File: src/rtl/pairreg_pkg.sv
package pairreg_pkg;
    parameter int unsigned BYTE_W = 8;
    localparam int unsigned WORD_W = 2 * BYTE_W;
    localparam int unsigned CODE_W = 3;
    localparam int unsigned NREG   = 1 << CODE_W;
    localparam int unsigned PSEL_W = 2;
    localparam int unsigned NPAIR  = 1 << PSEL_W;

    localparam logic [CODE_W-1:0] CODE_MEM = 3'd6;
    localparam logic [PSEL_W-1:0] PAIR_DE  = 2'd1;
    localparam logic [PSEL_W-1:0] PAIR_HL  = 2'd2;
    localparam logic [PSEL_W-1:0] PAIR_SP  = 2'd3;

    typedef enum logic [3:0] {
        CMD_NOP   = 4'd0,
        CMD_WR8   = 4'd1,
        CMD_MOV   = 4'd2,
        CMD_LDI16 = 4'd3,
        CMD_INC16 = 4'd4,
        CMD_DEC16 = 4'd5,
        CMD_ADDHL = 4'd6,
        CMD_XCHG  = 4'd7,
        CMD_PCSET = 4'd8,
        CMD_PCINC = 4'd9
    } cmd_e;

    typedef enum logic [1:0] {AR_PASS, AR_INC, AR_DEC, AR_ADD} arfn_e;
    typedef enum logic [1:0] {B8_NONE, B8_IMM, B8_REG, B8_MEM} src8_e;
    typedef enum logic [1:0] {PC_HOLD, PC_LOAD, PC_STEP} pcfn_e;

    typedef struct packed {
        src8_e             b8_src;
        logic [CODE_W-1:0] b8_dst;
        logic [CODE_W-1:0] b8_reg;
        logic              p_wr;
        logic [PSEL_W-1:0] p_dst;
        arfn_e             ar_fn;
        logic              xchg;
        pcfn_e             pc_fn;
        logic              halt_set;
        logic              mem_rd;
        logic              mem_wr;
        logic              cy_we;
    } ctl_t;

    typedef struct packed {
        logic [NREG-1:0][BYTE_W-1:0] gpr;
        logic [WORD_W-1:0]           sp;
        logic [WORD_W-1:0]           pc;
        logic                        halted;
    } state_t;
endpackage

File: src/rtl/pairreg_decode.sv
module pairreg_decode
    import pairreg_pkg::*;
(
    input  logic [3:0]        cmd_i,
    input  logic [CODE_W-1:0] dst8_i,
    input  logic [CODE_W-1:0] src8_i,
    input  logic [PSEL_W-1:0] sel16_i,
    input  logic [CODE_W-1:0] rd8_sel_i,
    input  logic              rd8_en_i,
    input  logic              halted_i,
    output ctl_t              ctl_o
);
    always_comb begin
        ctl_o = '0;
        if (!halted_i) begin
            case (cmd_i)
                CMD_WR8: begin
                    ctl_o.b8_src = B8_IMM;
                    ctl_o.b8_dst = dst8_i;
                    ctl_o.mem_wr = (dst8_i == CODE_MEM);
                end
                CMD_MOV: begin
                    if (dst8_i == CODE_MEM && src8_i == CODE_MEM) begin
                        ctl_o.halt_set = 1'b1;
                    end else if (src8_i == CODE_MEM) begin
                        ctl_o.b8_src = B8_MEM;
                        ctl_o.b8_dst = dst8_i;
                        ctl_o.mem_rd = 1'b1;
                    end else begin
                        ctl_o.b8_src = B8_REG;
                        ctl_o.b8_dst = dst8_i;
                        ctl_o.b8_reg = src8_i;
                        ctl_o.mem_wr = (dst8_i == CODE_MEM);
                    end
                end
                CMD_LDI16: begin
                    ctl_o.p_wr  = 1'b1;
                    ctl_o.p_dst = sel16_i;
                    ctl_o.ar_fn = AR_PASS;
                end
                CMD_INC16: begin
                    ctl_o.p_wr  = 1'b1;
                    ctl_o.p_dst = sel16_i;
                    ctl_o.ar_fn = AR_INC;
                end
                CMD_DEC16: begin
                    ctl_o.p_wr  = 1'b1;
                    ctl_o.p_dst = sel16_i;
                    ctl_o.ar_fn = AR_DEC;
                end
                CMD_ADDHL: begin
                    ctl_o.p_wr  = 1'b1;
                    ctl_o.p_dst = PAIR_HL;
                    ctl_o.ar_fn = AR_ADD;
                    ctl_o.cy_we = 1'b1;
                end
                CMD_XCHG:  ctl_o.xchg  = 1'b1;
                CMD_PCSET: ctl_o.pc_fn = PC_LOAD;
                CMD_PCINC: ctl_o.pc_fn = PC_STEP;
                default: ;
            endcase
            if (rd8_en_i && rd8_sel_i == CODE_MEM) begin
                ctl_o.mem_rd = 1'b1;
            end
        end
    end
endmodule

File: src/rtl/pair_arith16.sv
module pair_arith16
    import pairreg_pkg::*;
#(
    parameter int unsigned W = WORD_W
) (
    input  logic [W-1:0] a_i,
    input  logic [W-1:0] b_i,
    input  arfn_e        fn_i,
    output logic [W-1:0] y_o,
    output logic         cout_o
);
    logic [W:0] sum;

    always_comb begin
        case (fn_i)
            AR_INC:  sum = {1'b0, a_i} + (W+1)'(1);
            AR_DEC:  sum = {1'b0, a_i} - (W+1)'(1);
            AR_ADD:  sum = {1'b0, a_i} + {1'b0, b_i};
            default: sum = {1'b0, b_i};
        endcase
        y_o    = sum[W-1:0];
        cout_o = sum[W];
    end
endmodule

File: src/rtl/pairreg_state.sv
module pairreg_state
    import pairreg_pkg::*;
(
    input  logic              clk,
    input  logic              rst_n,
    input  ctl_t              ctl_i,
    input  logic [BYTE_W-1:0] wdata8_i,
    input  logic [BYTE_W-1:0] mem_rdata_i,
    input  logic [WORD_W-1:0] wdata16_i,
    input  logic [WORD_W-1:0] ar_y_i,
    output state_t            state_q
);
    state_t            state_d;
    logic [BYTE_W-1:0] b8_val;

    always_comb begin
        state_d = state_q;
        case (ctl_i.b8_src)
            B8_IMM:  b8_val = wdata8_i;
            B8_REG:  b8_val = state_q.gpr[ctl_i.b8_reg];
            B8_MEM:  b8_val = mem_rdata_i;
            default: b8_val = '0;
        endcase
        if (ctl_i.b8_src != B8_NONE && ctl_i.b8_dst != CODE_MEM) begin
            state_d.gpr[ctl_i.b8_dst] = b8_val;
        end
        if (ctl_i.p_wr) begin
            if (ctl_i.p_dst == PAIR_SP) begin
                state_d.sp = ar_y_i;
            end else begin
                state_d.gpr[{ctl_i.p_dst, 1'b0}] = ar_y_i[WORD_W-1:BYTE_W];
                state_d.gpr[{ctl_i.p_dst, 1'b1}] = ar_y_i[BYTE_W-1:0];
            end
        end
        if (ctl_i.xchg) begin
            state_d.gpr[{PAIR_HL, 1'b0}] = state_q.gpr[{PAIR_DE, 1'b0}];
            state_d.gpr[{PAIR_HL, 1'b1}] = state_q.gpr[{PAIR_DE, 1'b1}];
            state_d.gpr[{PAIR_DE, 1'b0}] = state_q.gpr[{PAIR_HL, 1'b0}];
            state_d.gpr[{PAIR_DE, 1'b1}] = state_q.gpr[{PAIR_HL, 1'b1}];
        end
        case (ctl_i.pc_fn)
            PC_LOAD: state_d.pc = wdata16_i;
            PC_STEP: state_d.pc = state_q.pc + WORD_W'(1);
            default: ;
        endcase
        if (ctl_i.halt_set) begin
            state_d.halted = 1'b1;
        end
    end

    always_ff @(posedge clk) begin
        if (!rst_n) begin
            state_q <= '0;
        end else begin
            state_q <= state_d;
        end
    end

    a_r9_halt_sticky: assert property (@(posedge clk) disable iff (!rst_n)
        state_q.halted |=> state_q.halted);

    a_r7_xchg_swap: assert property (@(posedge clk) disable iff (!rst_n)
        ctl_i.xchg |=>
            ({state_q.gpr[4], state_q.gpr[5]} == $past({state_q.gpr[2], state_q.gpr[3]}))
         && ({state_q.gpr[2], state_q.gpr[3]} == $past({state_q.gpr[4], state_q.gpr[5]})));

    a_r10_pc_step: assert property (@(posedge clk) disable iff (!rst_n)
        (ctl_i.pc_fn == PC_STEP) |=> state_q.pc == $past(state_q.pc) + WORD_W'(1));

    a_r11_idle_hold: assert property (@(posedge clk) disable iff (!rst_n)
        (ctl_i == '0) |=> state_q == $past(state_q));
endmodule

File: src/rtl/pairreg_unit.sv
module pairreg_unit
    import pairreg_pkg::*;
(
    input  logic              clk,
    input  logic              rst_n,
    input  logic [3:0]        cmd_i,
    input  logic [CODE_W-1:0] dst8_i,
    input  logic [CODE_W-1:0] src8_i,
    input  logic [PSEL_W-1:0] sel16_i,
    input  logic [BYTE_W-1:0] wdata8_i,
    input  logic [WORD_W-1:0] wdata16_i,
    input  logic [CODE_W-1:0] rd8_sel_i,
    input  logic              rd8_en_i,
    output logic [BYTE_W-1:0] rd8_data_o,
    input  logic [PSEL_W-1:0] rd16_sel_i,
    output logic [WORD_W-1:0] rd16_data_o,
    output logic [WORD_W-1:0] pc_o,
    output logic [WORD_W-1:0] mem_addr_o,
    output logic              mem_rd_o,
    output logic              mem_wr_o,
    output logic [BYTE_W-1:0] mem_wdata_o,
    input  logic [BYTE_W-1:0] mem_rdata_i,
    output logic              cy_we_o,
    output logic              cy_o,
    output logic              halt_o
);
    ctl_t              ctl;
    state_t            st;
    logic [WORD_W-1:0] pair_v [NPAIR];
    logic [WORD_W-1:0] ar_a, ar_b, ar_y;
    logic              ar_cout;

    for (genvar g = 0; g < NPAIR - 1; g++) begin : g_pair
        assign pair_v[g] = {st.gpr[2*g], st.gpr[2*g+1]};
    end
    assign pair_v[NPAIR-1] = st.sp;

    pairreg_decode u_dec (
        .cmd_i     (cmd_i),
        .dst8_i    (dst8_i),
        .src8_i    (src8_i),
        .sel16_i   (sel16_i),
        .rd8_sel_i (rd8_sel_i),
        .rd8_en_i  (rd8_en_i),
        .halted_i  (st.halted),
        .ctl_o     (ctl)
    );

    assign ar_a = (ctl.ar_fn == AR_ADD) ? pair_v[PAIR_HL] : pair_v[sel16_i];
    assign ar_b = (ctl.ar_fn == AR_ADD) ? pair_v[sel16_i] : wdata16_i;

    pair_arith16 #(.W(WORD_W)) u_ar (
        .a_i    (ar_a),
        .b_i    (ar_b),
        .fn_i   (ctl.ar_fn),
        .y_o    (ar_y),
        .cout_o (ar_cout)
    );

    pairreg_state u_st (
        .clk         (clk),
        .rst_n       (rst_n),
        .ctl_i       (ctl),
        .wdata8_i    (wdata8_i),
        .mem_rdata_i (mem_rdata_i),
        .wdata16_i   (wdata16_i),
        .ar_y_i      (ar_y),
        .state_q     (st)
    );

    assign rd8_data_o  = (rd8_sel_i == CODE_MEM) ? mem_rdata_i : st.gpr[rd8_sel_i];
    assign rd16_data_o = pair_v[rd16_sel_i];
    assign pc_o        = st.pc;
    assign mem_addr_o  = pair_v[PAIR_HL];
    assign mem_rd_o    = ctl.mem_rd;
    assign mem_wr_o    = ctl.mem_wr;
    assign mem_wdata_o = (ctl.b8_src == B8_REG) ? st.gpr[ctl.b8_reg] : wdata8_i;
    assign cy_we_o     = ctl.cy_we;
    assign cy_o        = ar_cout;
    assign halt_o      = st.halted;

    a_r6_cy_only_add: assert property (@(posedge clk) disable iff (!rst_n)
        cy_we_o |-> (cmd_i == CMD_ADDHL) && !halt_o);

    a_r6_add_result: assert property (@(posedge clk) disable iff (!rst_n)
        cy_we_o |=> pair_v[PAIR_HL] == $past(pair_v[PAIR_HL]) + $past(pair_v[sel16_i]));

    a_r9_halt_quiet: assert property (@(posedge clk) disable iff (!rst_n)
        halt_o |-> !mem_rd_o && !mem_wr_o);

    a_r9_halt_entry: assert property (@(posedge clk) disable iff (!rst_n)
        (cmd_i == CMD_MOV && dst8_i == CODE_MEM && src8_i == CODE_MEM)
            |-> !mem_rd_o && !mem_wr_o ##1 halt_o);

    a_r5_sp_inc: assert property (@(posedge clk) disable iff (!rst_n)
        (cmd_i == CMD_INC16 && sel16_i == PAIR_SP && !halt_o)
            |=> st.sp == $past(st.sp) + WORD_W'(1));
endmodule

File: config.mk
export PLATFORM = sky130hd
export DESIGN_NAME = pairreg_unit
export DESIGN_NICKNAME = d
export VERILOG_FILES = /design/src/rtl/pairreg_pkg.sv /design/src/rtl/pairreg_decode.sv /design/src/rtl/pair_arith16.sv /design/src/rtl/pairreg_state.sv /design/src/rtl/pairreg_unit.sv
export SDC_FILE = /design/constraint.sdc
export NUM_CORES = 1
export LEC_CHECK = 0
export BUFFER_PORTS_ARGS = -buffer_cell sky130_fd_sc_hd__buf_2
export CAP_MARGIN = 5
export CORE_ASPECT_RATIO = 1.1
export CORE_MARGIN = 4
export CORE_UTILIZATION = 45
export CTS_BUF_LIST = sky130_fd_sc_hd__clkbuf_16
export CTS_CLUSTER_SIZE = 12
export DETAILED_ROUTE_END_ITERATION = 12
export PLACE_DENSITY = 0.68
export SYNTH_ARGS = -nofsm -noshare
export SYNTH_HDL_FRONTEND = slang
export SYNTH_SLANG_ARGS = --single-unit
File: constraint.sdc
create_clock -name clk -period 5.5 [get_ports clk]
set_input_delay 1.375 -clock clk [delete_from_list [all_inputs] [get_ports clk]]
set_output_delay 1.375 -clock clk [all_outputs]
set_load 0.1 [all_outputs]
---- After elaboration in Yosys (flattened, before gate mapping) ----
Index checks and enable logic that the tools add are counted.
storage, ports and cells
  flip-flop bits (word level) ............. 97
  logic and storage cells ................. 106
operators by class
  add/sub/neg operators ................... 4
  order comparisons ....................... 10
  equal/unequal tests ..................... 22
  mux-type cells .......................... 48
  bitwise logic cells ..................... 2
  reduce and logical (&&, ||, !) cells .... 9
operators by type and width
  cell                                                        number
  bitwise mux 64 bit                                          3
  2-to-1 mux 64 bit                                           2
  2-to-1 mux 16 bit                                           7
  2-to-1 mux 80 bit                                           1
  binary-select mux 16 bit (select 2 bit)                     2
  2-to-1 mux 8 bit                                            8
  case mux 17 bit (3 select lines)                            1
  binary-select mux 8 bit (select 3 bit)                      2
  demux 8 bit (select 2 bit)                                  2
  2-to-1 mux 32 bit                                           1
  case mux 16 bit (2 select lines)                            1
  demux 8 bit (select 3 bit)                                  1
  case mux 8 bit (3 select lines)                             1
  less-than comparator 3 x 4 -> 1 bit, second input constant  5
  2-to-1 mux 20 bit                                           1
  case mux 5 bit (4 select lines)                             1
  adder 16 x 1 -> 17 bit, second input constant               1
  adder 16 x 16 -> 17 bit                                     1
  subtractor 16 x 1 -> 17 bit, second input constant          1
  adder 16 x 1 -> 16 bit, second input constant               1
  equality test 4 x 3 -> 1 bit, second input constant         4
  equality test 2 bit, second input constant                  6
  case mux 5 bit (2 select lines)                             1
  equality test 3 bit, second input constant                  3
  17 further kinds                                            38

---- Logic depth before layout (Yosys ltp) ----
  depth after elaboration ................. 17
  mapped depth ............................ 17
  gate-level depth less buffers ........... 15

---- By module ----
From an unflattened synthesis, not the netlist that was laid out.
unflattened totals
  cell total of the unflattened synthesis .. 1093
  area total of the unflattened synthesis .. 9406.5 um^2
by module, submodules not included
  module          times used  cells an instance  area an instance (um^2)
  pairreg_state   1           677                5564.1
  pairreg_unit    1           182                2328.5
  pair_arith16    1           183                1214.9
  pairreg_decode  1           51                 299.0

---- Worst setup path before layout ----
Ideal clock, no wire load.
  path kind ............................... input-to-output
  start ................................... input port cmd_i[1]
  end ..................................... output port cy_o
  arrival time ............................ 5206 ps
  required time ........................... 4125 ps
  setup slack ............................. -1081 ps
  stages .................................. 14
  path buffers ............................ 2
  cells stage by stage .................... buf_4 -> nor2b_1 -> nand3_1 -> inv_1 -> clkbuf_1 -> nand2_1 -> nand2_1 -> ha_1 -> a2111o_1 -> o2111a_1 -> o21a_1 -> a31oi_1 -> o21ai_0 -> mux2_2
on the way
  longest elaborated chain between the ends .. 7
  elaborated cells between the ends (all ways) .. 15
ends and longest elaborated chain
  item                                                                                 RTL line                                                    RTL
  start, declared                                                                      pairreg_unit.sv:6                                           input logic [3:0] cmd_i,
  equality test 4 x 3 -> 1 bit / equality test 4 x 2 -> 1 bit (equally long branches)  pairreg_decode.sv:16                                        case (cmd_i)
  case mux 5 bit (4 select lines) *                                                    pairreg_decode.sv:16
  2-to-1 mux 20 bit *                                                                  pairreg_decode.sv:15                                        if (!halted_i) begin
  equality test 2 bit                                                                  pair_arith16.sv:15, pairreg_unit.sv:49, pairreg_unit.sv:50
  2-to-1 mux 16 bit, on equally long branches                                          pairreg_unit.sv:49, pairreg_unit.sv:50
  adder 16 x 16 -> 17 bit, or another cell as far along                                pair_arith16.sv:18                                          AR_ADD: sum = {1'b0, a_i} + {1'b0, b_i};
  case mux 17 bit (3 select lines) *                                                   pair_arith16.sv:15                                          case (fn_i)
  end, declared                                                                        pairreg_unit.sv:24                                          output logic cy_o,
Mark *: on every way between the ends. The rest lies on a longest branch, timed or not.

---- Final worst setup path ----
  start ................................... input port sel16_i[0]
  end ..................................... output port cy_o
on the way
  longest elaborated chain between the ends .. 7
  elaborated cells between the ends (all ways) .. 10
ends and longest elaborated chain
  item                                                    RTL line                                RTL
  start, declared                                         pairreg_unit.sv:9                       input logic [PSEL_W-1:0] sel16_i,
  inverter 2 -> 3 bit (not written as such) *             pairreg_unit.sv:49, pairreg_unit.sv:50
  binary-select mux 16 bit (select 2 bit) *               pairreg_unit.sv:49, pairreg_unit.sv:50
  2-to-1 mux 16 bit (not written as such) * (2 in a row)  pairreg_unit.sv:49, pairreg_unit.sv:50
  2-to-1 mux 16 bit, on equally long branches             pairreg_unit.sv:49, pairreg_unit.sv:50
  adder 16 x 16 -> 17 bit, or another cell as far along   pair_arith16.sv:18
  case mux 17 bit (3 select lines) *                      pair_arith16.sv:15
Mark *: on every way between the ends. The rest lies on a longest branch, timed or not. The select of a mux whose other input is x is not followed.

==> impl_metrics.env <==
export IMPL_status="finished, violations left"
export IMPL_regMostFlops="u_st.state_q"
export IMPL_slew_violations=0
export IMPL_fin_crit_ps=5555
export IMPL_synth_top_flop_cell="dfxtp_1"
export IMPL_port_buffers=120
export IMPL_crit_arrival_ps=4180
export IMPL_core_area_sq_um=18540
export IMPL_ant_nets=0
export IMPL_worstSetupEndpointType="output pin"
export IMPL_cp_start_kind="input pin"
export IMPL_insertion_delay_ps=360
export IMPL_synth_sequential_area_ratio=0.2242
export IMPL_synth_xor_area_frac=0.004087
export IMPL_yosysUniqueCellTypes=84
export IMPL_top_regs="u_st.state_q x96"
export IMPL_pre_cts_ws_ps=-245.1
export IMPL_layout_nets=1260
export IMPL_initial_utilization=0.4623
export IMPL_final_hold_viol_count=0
export IMPL_fp_dieW_um=139.6
export IMPL_largest_reg_flops=96
export IMPL_routed_wl_um=31220
export IMPL_root_buffer="clkbuf_16"
export IMPL_synth_edf_count=0
export IMPL_fmax_mhz=180.0
export IMPL_vdd_ir_drop_max_mv=0.1546
export IMPL_dp_cells=1416
export IMPL_cp_required_ps=4120
export IMPL_ys_ff_latch=96
export IMPL_clk_pin_slew_ps=70
export IMPL_synth_top_cell_area_share=0.2242
export IMPL_dieArea_sq_um=21320
export IMPL_first_iter_violations=950
export IMPL_setup_violations=1
export IMPL_netlist_area_sq_um=8572
export IMPL_dr_pass1_iters=7
export IMPL_seq_area_sq_um=1922
export IMPL_fin_ws_ps=-55.44
export IMPL_synth_top_cell_by_area="dfxtp_1"
export IMPL_crit_path_max_fanout=6
export IMPL_grt_first_pass_wirelength_um=49100
export IMPL_dp_hpwl_um=23740
export IMPL_drc=0
export IMPL_grt_overflow_total=0
export IMPL_synthCells=1076
export IMPL_avgSynthCellArea_sq_um=7.967
export IMPL_whs_ps=458.2
export IMPL_place_congestion=1.019
export IMPL_fin_worst_skew_ps=8.208
export IMPL_synth_top_family_by_area="compound AO/OA/AOI/OAI gates"
export IMPL_ys_top_cells_by_area="dfxtp_1, mux4_2, nor2_1"
export IMPL_finalCritPeriodShare=1.010
export IMPL_relSlewSlack=0.3122
export IMPL_synth_async_reset_ratio=0
export IMPL_critPathKind="in -> out"
export IMPL_multi_input_area_sq_um=6177
export IMPL_cts_tree="built"
export IMPL_syn_num_nets=1147
export IMPL_areaGrowthSynthToFinish_pct=19.31
export IMPL_synth_mux_area_frac=0.1766
export IMPL_cts_sinks=96
export IMPL_globalRouteTotalUtil=0.2869
export IMPL_drive_gt1_frac=0.2881
export IMPL_drv_cap=0
export IMPL_dieHeight_um=152.8
export IMPL_clockBufferDepth=2
export IMPL_leakagePower_nw=4.249
export IMPL_wire_per_inst_um=21.73
export IMPL_rows=52
export IMPL_grt_setup_unrepaired="yes"
export IMPL_vias_per_cell=6.392
export IMPL_vias=9185
export IMPL_power_density_nw_per_um2=202.7
export IMPL_cts_htree_levels=3
export IMPL_hold_path_class="reg -> reg"
export IMPL_violations="negative setup slack"
export IMPL_worstMarginPinSlew_ps=1026
export IMPL_synth_compound_area_frac=0.2572
export IMPL_antenna_found_initial=0
export IMPL_yosys_area_share_simple=0.2373
export IMPL_nFillCells=1689
export IMPL_final_instance_count_excl_fill=1437
export IMPL_grt_max_degree=46
export IMPL_antenna_cells=0
export IMPL_grt_pass1_vias=8664
export IMPL_synthAdderAreaFrac=0.02861
export IMPL_synth_warning_count=0
export IMPL_io_pins=121
export IMPL_cts_buffers=9
## synth_stat cells, drive strengths merged (12+ instances only)
master,number
nand3,30
clkbuf,56
and2,17
nor2b,14
dfxtp,96
buf,52
mux2i,23
nor2,129
nand2,100
ha,18
a31oi,19
a211oi,21
inv,17
mux4,50
o21ai,76
a22oi,15
a21oi,83
nand2b,23
a21o,25
nor3,47
mux2,14
o21a,12
o211ai,23
## path summary, 6_finish.rpt
| path | startpoint | endpoint | slack, ps | depth (start not counted) |
|---|---|---|---|---|
| worst max-delay path | sel16_i[0] | cy_o | -60 | 13 |
| worst min-delay path | u_st.state_q[81]$_SDFF_PN0_ | u_st.state_q[81]$_SDFF_PN0_ | 460 | 1 |
| worst max register to register | u_st.state_q[74]$_SDFF_PN0_ | u_st.state_q[56]$_SDFF_PN0_ | 1500 | 14 |
| worst min register to register | u_st.state_q[81]$_SDFF_PN0_ | u_st.state_q[81]$_SDFF_PN0_ | 460 | 1 |
## report_power, final
group	internal [mW]	switching (mW)	total, mW
logic	0.213	0.441	0.654
registers	0.720	0.0496	0.770
clock network	0.349	0.300	0.649
## routing by layer
metal  track usage  vias to the layer above  wire (um)
met1        0.3834                     4259      12510
met3       0.05210                       98       3330
li1              -                     4217          -
met5             0                        -          0
met2        0.4565                      611      13950
met4        0.1228                        0       1431
## cell families after synthesis
logic type / Yosys count
adder cells (fa/ha/maj): 19
buffers and inverters: 125
AO/OA/AOI/OAI: 330
XOR/XNOR: 4
AND/OR/NAND/NOR: 415
multiplexers: 87
flip-flops: 96
## cell type report
cell class	count	share of cell area
clock buffers	9	0.02202
well taps	243	0.02973
multi-input cells	855	0.6040
inverters	17	0.006239
flip-flops and latches	96	0.1879
clock inverters	7	0.006362
repair buffers	210	0.1437
## worst max-delay path, cell delays in order
cell and delay (ps):
buf_12 100, buf_4 110, mux4_2 510, a21o_1 200, ha_1 310, o21a_1 200, o31a_1 130, o2111a_1 270
o21a_1 190, a31oi_1 180, o21ai_1 110, mux2_4 330, buf_12 170
## cells in the final DEF, fill, tap and decap left out, types with 7 or more instances in the layout
cell / instances
mux2i_1: 22
nor3_1: 43
a211oi_1: 20
or3_1: 9
a21o_1: 25
a31oi_1: 18
ha_1: 15
a21oi_1: 82
buf_12: 10
buf_4: 81
a22oi_1: 14
nand2b_1: 22
nor2b_1: 12
nor2_1: 123
o211ai_1: 20
o21a_1: 12
and2_1: 17
mux4_2: 50
buf_2: 109
mux2_2: 13
dfxtp_1: 96
inv_1: 17
nand2_1: 97
nand3_1: 28
clkbuf_16: 9
buf_6: 9
o21ai_1: 7
o21ai_0: 67
or2_2: 9
## timing repair
action	CTS	global route
endpoints found under the setup margin	1	1
pin swaps	20	6
resized for setup	39	5
hold buffers	0	0
hold endpoints to repair	0	0
buffers inserted	5	0
## through the flow
step / util / area, sq um / power, mW / setup TNS [ps]
floorplan: - / 8574 / 1.239 / -561.5
global placement: 0.5238 / 9712 / 1.407 / -167.9
detailed placement: 0.5238 / 9712 / 1.412 / -245.1
CTS: 0.5507 / 10210 / 2.065 / -31.51
global route: 0.5516 / 10230 / 2.140 / -150.7
finish: 0.5516 / 10230 / 2.073 / -55.44
Note: power is estimated with default switching activity, not from simulation.
